[config.mk]
export PLATFORM = sky130hd
export DESIGN_NAME = gyro_hdg_corr
export DESIGN_NICKNAME = d
export VERILOG_FILES = /design/src/rtl/gyro_hdg_pkg.sv /design/src/rtl/hdg_offset_alu.sv /design/src/rtl/hdg_window_cmp.sv /design/src/rtl/hdg_out_reg.sv /design/src/rtl/gyro_hdg_corr.sv
export SDC_FILE = /design/constraint.sdc
export NUM_CORES = 1
export LEC_CHECK = 0
export BUFFER_PORTS_ARGS = -buffer_cell sky130_fd_sc_hd__buf_4
export CORE_ASPECT_RATIO = 0.9
export CORE_UTILIZATION = 35
export DETAILED_ROUTE_END_ITERATION = 10
export PLACE_DENSITY = 0.71
export REMOVE_ABC_BUFFERS = 1
export SETUP_SLACK_MARGIN = 0.05
export SLEW_MARGIN = 20
export SYNTH_ARGS = -nofsm -noshare
export SYNTH_HDL_FRONTEND = slang
export SYNTH_SLANG_ARGS = --single-unit
[constraint.sdc]
create_clock -name clk -period 0.8 [get_ports clk]
set_input_delay 0 -clock clk [delete_from_list [all_inputs] [get_ports clk]]
set_output_delay 0 -clock clk [all_outputs]
set_load 0.01 [all_outputs]
[src/rtl/gyro_hdg_pkg.sv]
package gyro_hdg_pkg;
  typedef enum logic {CORR_ADD = 1'b0, CORR_SUB = 1'b1} corr_dir_e;
endpackage

[src/rtl/hdg_offset_alu.sv]
module hdg_offset_alu #(
  parameter int HDG_W = 12
) (
  input  logic [HDG_W-1:0]       hdg,
  input  logic [HDG_W-1:0]       ofs,
  input  gyro_hdg_pkg::corr_dir_e dir,
  output logic [HDG_W-1:0]       res
);
  // Two's-complement negate the offset for subtraction; dropping the carry
  // gives wrap-around on the circle for both directions.
  logic [HDG_W-1:0] ofs_eff;
  always_comb begin
    ofs_eff = (dir == gyro_hdg_pkg::CORR_SUB) ? (~ofs + HDG_W'(1)) : ofs;
    res     = hdg + ofs_eff;
  end
endmodule

[src/rtl/hdg_window_cmp.sv]
module hdg_window_cmp #(
  parameter int HDG_W     = 12,
  parameter int RANGE_MIN = 16,
  parameter int RANGE_MAX = 4079
) (
  input  logic [HDG_W-1:0] val,
  output logic             in_win
);
  localparam logic [HDG_W-1:0] LO = HDG_W'(RANGE_MIN);
  localparam logic [HDG_W-1:0] HI = HDG_W'(RANGE_MAX);
  always_comb in_win = (val >= LO) && (val <= HI);
endmodule

[src/rtl/hdg_out_reg.sv]
module hdg_out_reg #(
  parameter int HDG_W = 12
) (
  input  logic             clk,
  input  logic             rst_n,
  input  logic [HDG_W-1:0] d_val,
  input  logic             d_ok,
  output logic [HDG_W-1:0] q_val,
  output logic             q_ok
);
  always_ff @(posedge clk or negedge rst_n) begin
    if (!rst_n) begin
      q_val <= '0;
      q_ok  <= 1'b0;
    end else begin
      q_val <= d_val;
      q_ok  <= d_ok;
    end
  end
endmodule

[src/rtl/gyro_hdg_corr.sv]
module gyro_hdg_corr #(
  parameter int HDG_W     = 12,
  parameter int RANGE_MIN = 16,
  parameter int RANGE_MAX = 4079
) (
  input  logic             clk,
  input  logic             rst_n,
  input  logic [HDG_W-1:0] hdg_in,
  input  logic [HDG_W-1:0] ofs_in,
  input  logic             sub_sel,
  output logic [HDG_W-1:0] hdg_out,
  output logic             hdg_ok
);
  logic [HDG_W-1:0] corr_c;
  logic             win_c;
  gyro_hdg_pkg::corr_dir_e dir_c;

  assign dir_c = gyro_hdg_pkg::corr_dir_e'(sub_sel);

  hdg_offset_alu #(.HDG_W(HDG_W)) u_alu (
    .hdg(hdg_in), .ofs(ofs_in), .dir(dir_c), .res(corr_c)
  );

  // Window check on the pre-register value so flag and heading land together.
  hdg_window_cmp #(.HDG_W(HDG_W), .RANGE_MIN(RANGE_MIN), .RANGE_MAX(RANGE_MAX)) u_win (
    .val(corr_c), .in_win(win_c)
  );

  hdg_out_reg #(.HDG_W(HDG_W)) u_reg (
    .clk(clk), .rst_n(rst_n), .d_val(corr_c), .d_ok(win_c),
    .q_val(hdg_out), .q_ok(hdg_ok)
  );
endmodule

==> impl_metrics.json <==
{
  "status": "finished with violations",
  "violations": "negative setup slack",
  "finalMaxSlewViolations": 0,
  "post-route-min-period_ns": 2.65,
  "cts_sinks": 13,
  "dp_cells": 272,
  "met3WireLength_um": 164,
  "worstMarginPinSlew_ns": 0.359,
  "synth_cells": 148,
  "clkPwrFrac_pct": 13.0,
  "synth-seq-area-share_pct": 24.9,
  "synth-seq-cells": 13,
  "area_growth_pct": 98.6,
  "cts_tree": "done",
  "die_h_um": 60.0,
  "die_w_um": 66.5,
  "fin_area_um2": 2600,
  "end_kind": "flop",
  "final_cell_mix": "79 x buf_4, 18 x buf_6, 13 x dfrtp_1",
  "postRouteAntennaNets": 0,
  "hold_viol": 0,
  "cts_made_buffers": 3,
  "route.detailed.drc": 0,
  "syn-cell-area_um2": 1310,
  "p_per_area_nw_per_um2": 1650,
  "vias_per_cell": 5.31,
  "worstSetupStartpointType": "primary input",
  "routed_wl_um": 4560,
  "highest_layer": "met4",
  "htree_levels": 1,
  "final_common_cell": "buf_4",
  "max_freq_mhz": 377,
  "critical_path_required_ns": 0.91,
  "dr_total_vias": 1540,
  "ios": 40,
  "num-fill-cells": 227,
  "core_area_um2": 3480,
  "antenna_found_initial": 0,
  "min_path_type": "primary input to flop",
  "holdPathStages": 2,
  "post_drt_wl_per_cell_um": 15.7,
  "timing.final.ws_setup_ns": -1.85,
  "wirelength_met1_um": 1870,
  "fin_crit_sh_pct": 332,
  "grt_max_degree": 14,
  "dp_hpwl_um": 2730,
  "antennaDiodeCount": 0,
  "clockBufferDepth": 2,
  "cts_root_buffer": "clkbuf_8",
  "gp_congestion": 0.912,
  "swShare_pct": 36.4,
  "p_int_mw": 2.72,
  "yosysWarnings": 0,
  "grt_pass1_wl_um": 6620,
  "dr_wl_met2_um": 2330,
  "setup_viol": 12,
  "path_clk_slew_ns": 0.05,
  "ys_types": 48,
  "synth_edf_count": 0,
  "grt_usage_pct": 22.4,
  "dieArea_um2": 3990,
  "overflow": 0,
  "maxCapViolCount": 0,
  "total_power_mw": 4.28,
  "async_reset_ff_share_pct": 100,
  "p_seq_share_pct": 20.7,
  "drive_gt1_share_pct": 68.3,
  "layout.cells.non_filler": 290,
  "synthFlopType": "dfrtp_1",
  "rsz0062_at_grt": "yes",
  "layout.nets": 287,
  "drt-pass1-iter-count": 4,
  "place_area_um2": 1980,
  "combPwrFrac_pct": 66.3,
  "power_leakage_nw": 1.14,
  "io_buffer_count": 39,
  "first_iter_violations": 51,
  "relSlewSlack_pct": 75.8,
  "p_sw_mw": 1.56,
  "initial_utilization_pct": 37.6,
  "arrival_ns": 2.76,
  "placementRows": 20,
  "dpl_worst_slack_ns": -2.35,
  "peakVddDrop_v": 0.000612,
  "grt_pass1_vias": 1503,
  "avgSynthCellArea_um2": 8.84,
  "critical_path_peak_fanout": 4,
  "critPathKind": "primary input to flop"
}
-- sequential cells by signal, summed over array words and instances, names as in the netlist --
signal       flops
u_reg.q_val     12
u_reg.q_ok       1
-- through the flow --
| step | util [%] | hold slack, ns | setup TNS, ns |
|---|---|---|---|
| floorplan | - | -0.296 | -13.64 |
| global placement | 57.0 | -0.155 | -17.47 |
| detailed placement | 57.0 | -0.152 | -17.92 |
| CTS | 68.2 | 0.0168 | -14.65 |
| global route | 74.7 | 0.0156 | -14.39 |
| finish | 74.7 | 0.00794 | -13.64 |
-- cell type report --
class	count	area (um2)	area share, %
clock buffer	4	45.0	1.73
inverter	12	50.0	1.93
multi-input combinational	118	1300	50.1
sequential	13	325	12.5
tap	44	55.1	2.12
timing repair buffer	99	821	31.6
-- synth_stat cells, types with 3 or more instances --
cell	instances	area, um2
dfrtp_1	13	325
nand3_1	3	15.0
o21ai_0	6	30.0
nor2b_1	5	31.3
nand2b_1	3	18.8
nor2_1	4	15.0
nand2_1	11	41.3
ha_1	12	150
inv_1	12	45.0
a21oi_1	6	30.0
a311oi_1	3	26.3
o31ai_1	3	22.5
or3_1	3	18.8
clkbuf_1	4	15.0
o21a_1	4	30.0
xnor2_1	16	140
-- worst paths after layout --
check | start | end | slack, ns
min in group asynchronous | rst_n | u_reg.q_val[8]$_DFF_PN0_ | 0.14
worst min-delay path | hdg_in[0] | u_reg.q_val[0]$_DFF_PN0_ | 0.008
worst max-delay path | ofs_in[1] | u_reg.q_ok$_DFF_PN0_ | -1.85
max in group asynchronous | rst_n | u_reg.q_val[4]$_DFF_PN0_ | 0.51
-- worst max-delay path, stage by stage --
cell       delay [ns]
buf_8            0.10
inv_4            0.05
ha_4             0.13
nand2b_4         0.05
or4_4            0.41
or3_4            0.35
nand2_2          0.09
xnor2_2          0.08
ha_4             0.31
buf_6            0.09
o21a_1           0.14
o22ai_2          0.07
a311oi_2         0.26
o311ai_2         0.20
a2111oi_4        0.35
a22oi_2          0.08
-- kinds of logic (layout without fill, tap and decap cells) --
kind of cell	Yosys count	count (layout)	synth area share [%]
fa+ha+maj	13	13	13.0
flops	13	13	24.9
compound gates	44	44	26.7
simple gates	44	44	19.1
xor+xnor	17	17	11.4
buf+inv	17	115	4.97
-- per-layer routing --
layer | track usage (%) | vias up
met5 | 0 | -
met4 | 14.3 | 0
met3 | 2.10 | 20
met2 | 41.0 | 60
met1 | 24.8 | 721
li1 | - | 739
-- power groups by stage --
stage	logic [mW]	clock network, mW	registers, mW
global route	3.02	0.607	0.903
finish	2.84	0.557	0.885
floorplan	0.847	0	0.976
detailed placement	1.89	0	0.882
global placement	1.87	0	0.876
CTS	2.33	0.559	0.872
-- what timing repair did --
action | 4_1_cts | 5_1_grt
pin swaps | 20 | 32
resized for setup | 50 | 61
setup endpoints to repair | 12 | 19
endpoints found under the hold margin | 13 | 0
buffers inserted | 17 | 9
hold buffers | 1 | 0
(Power assumes the default switching activity.)
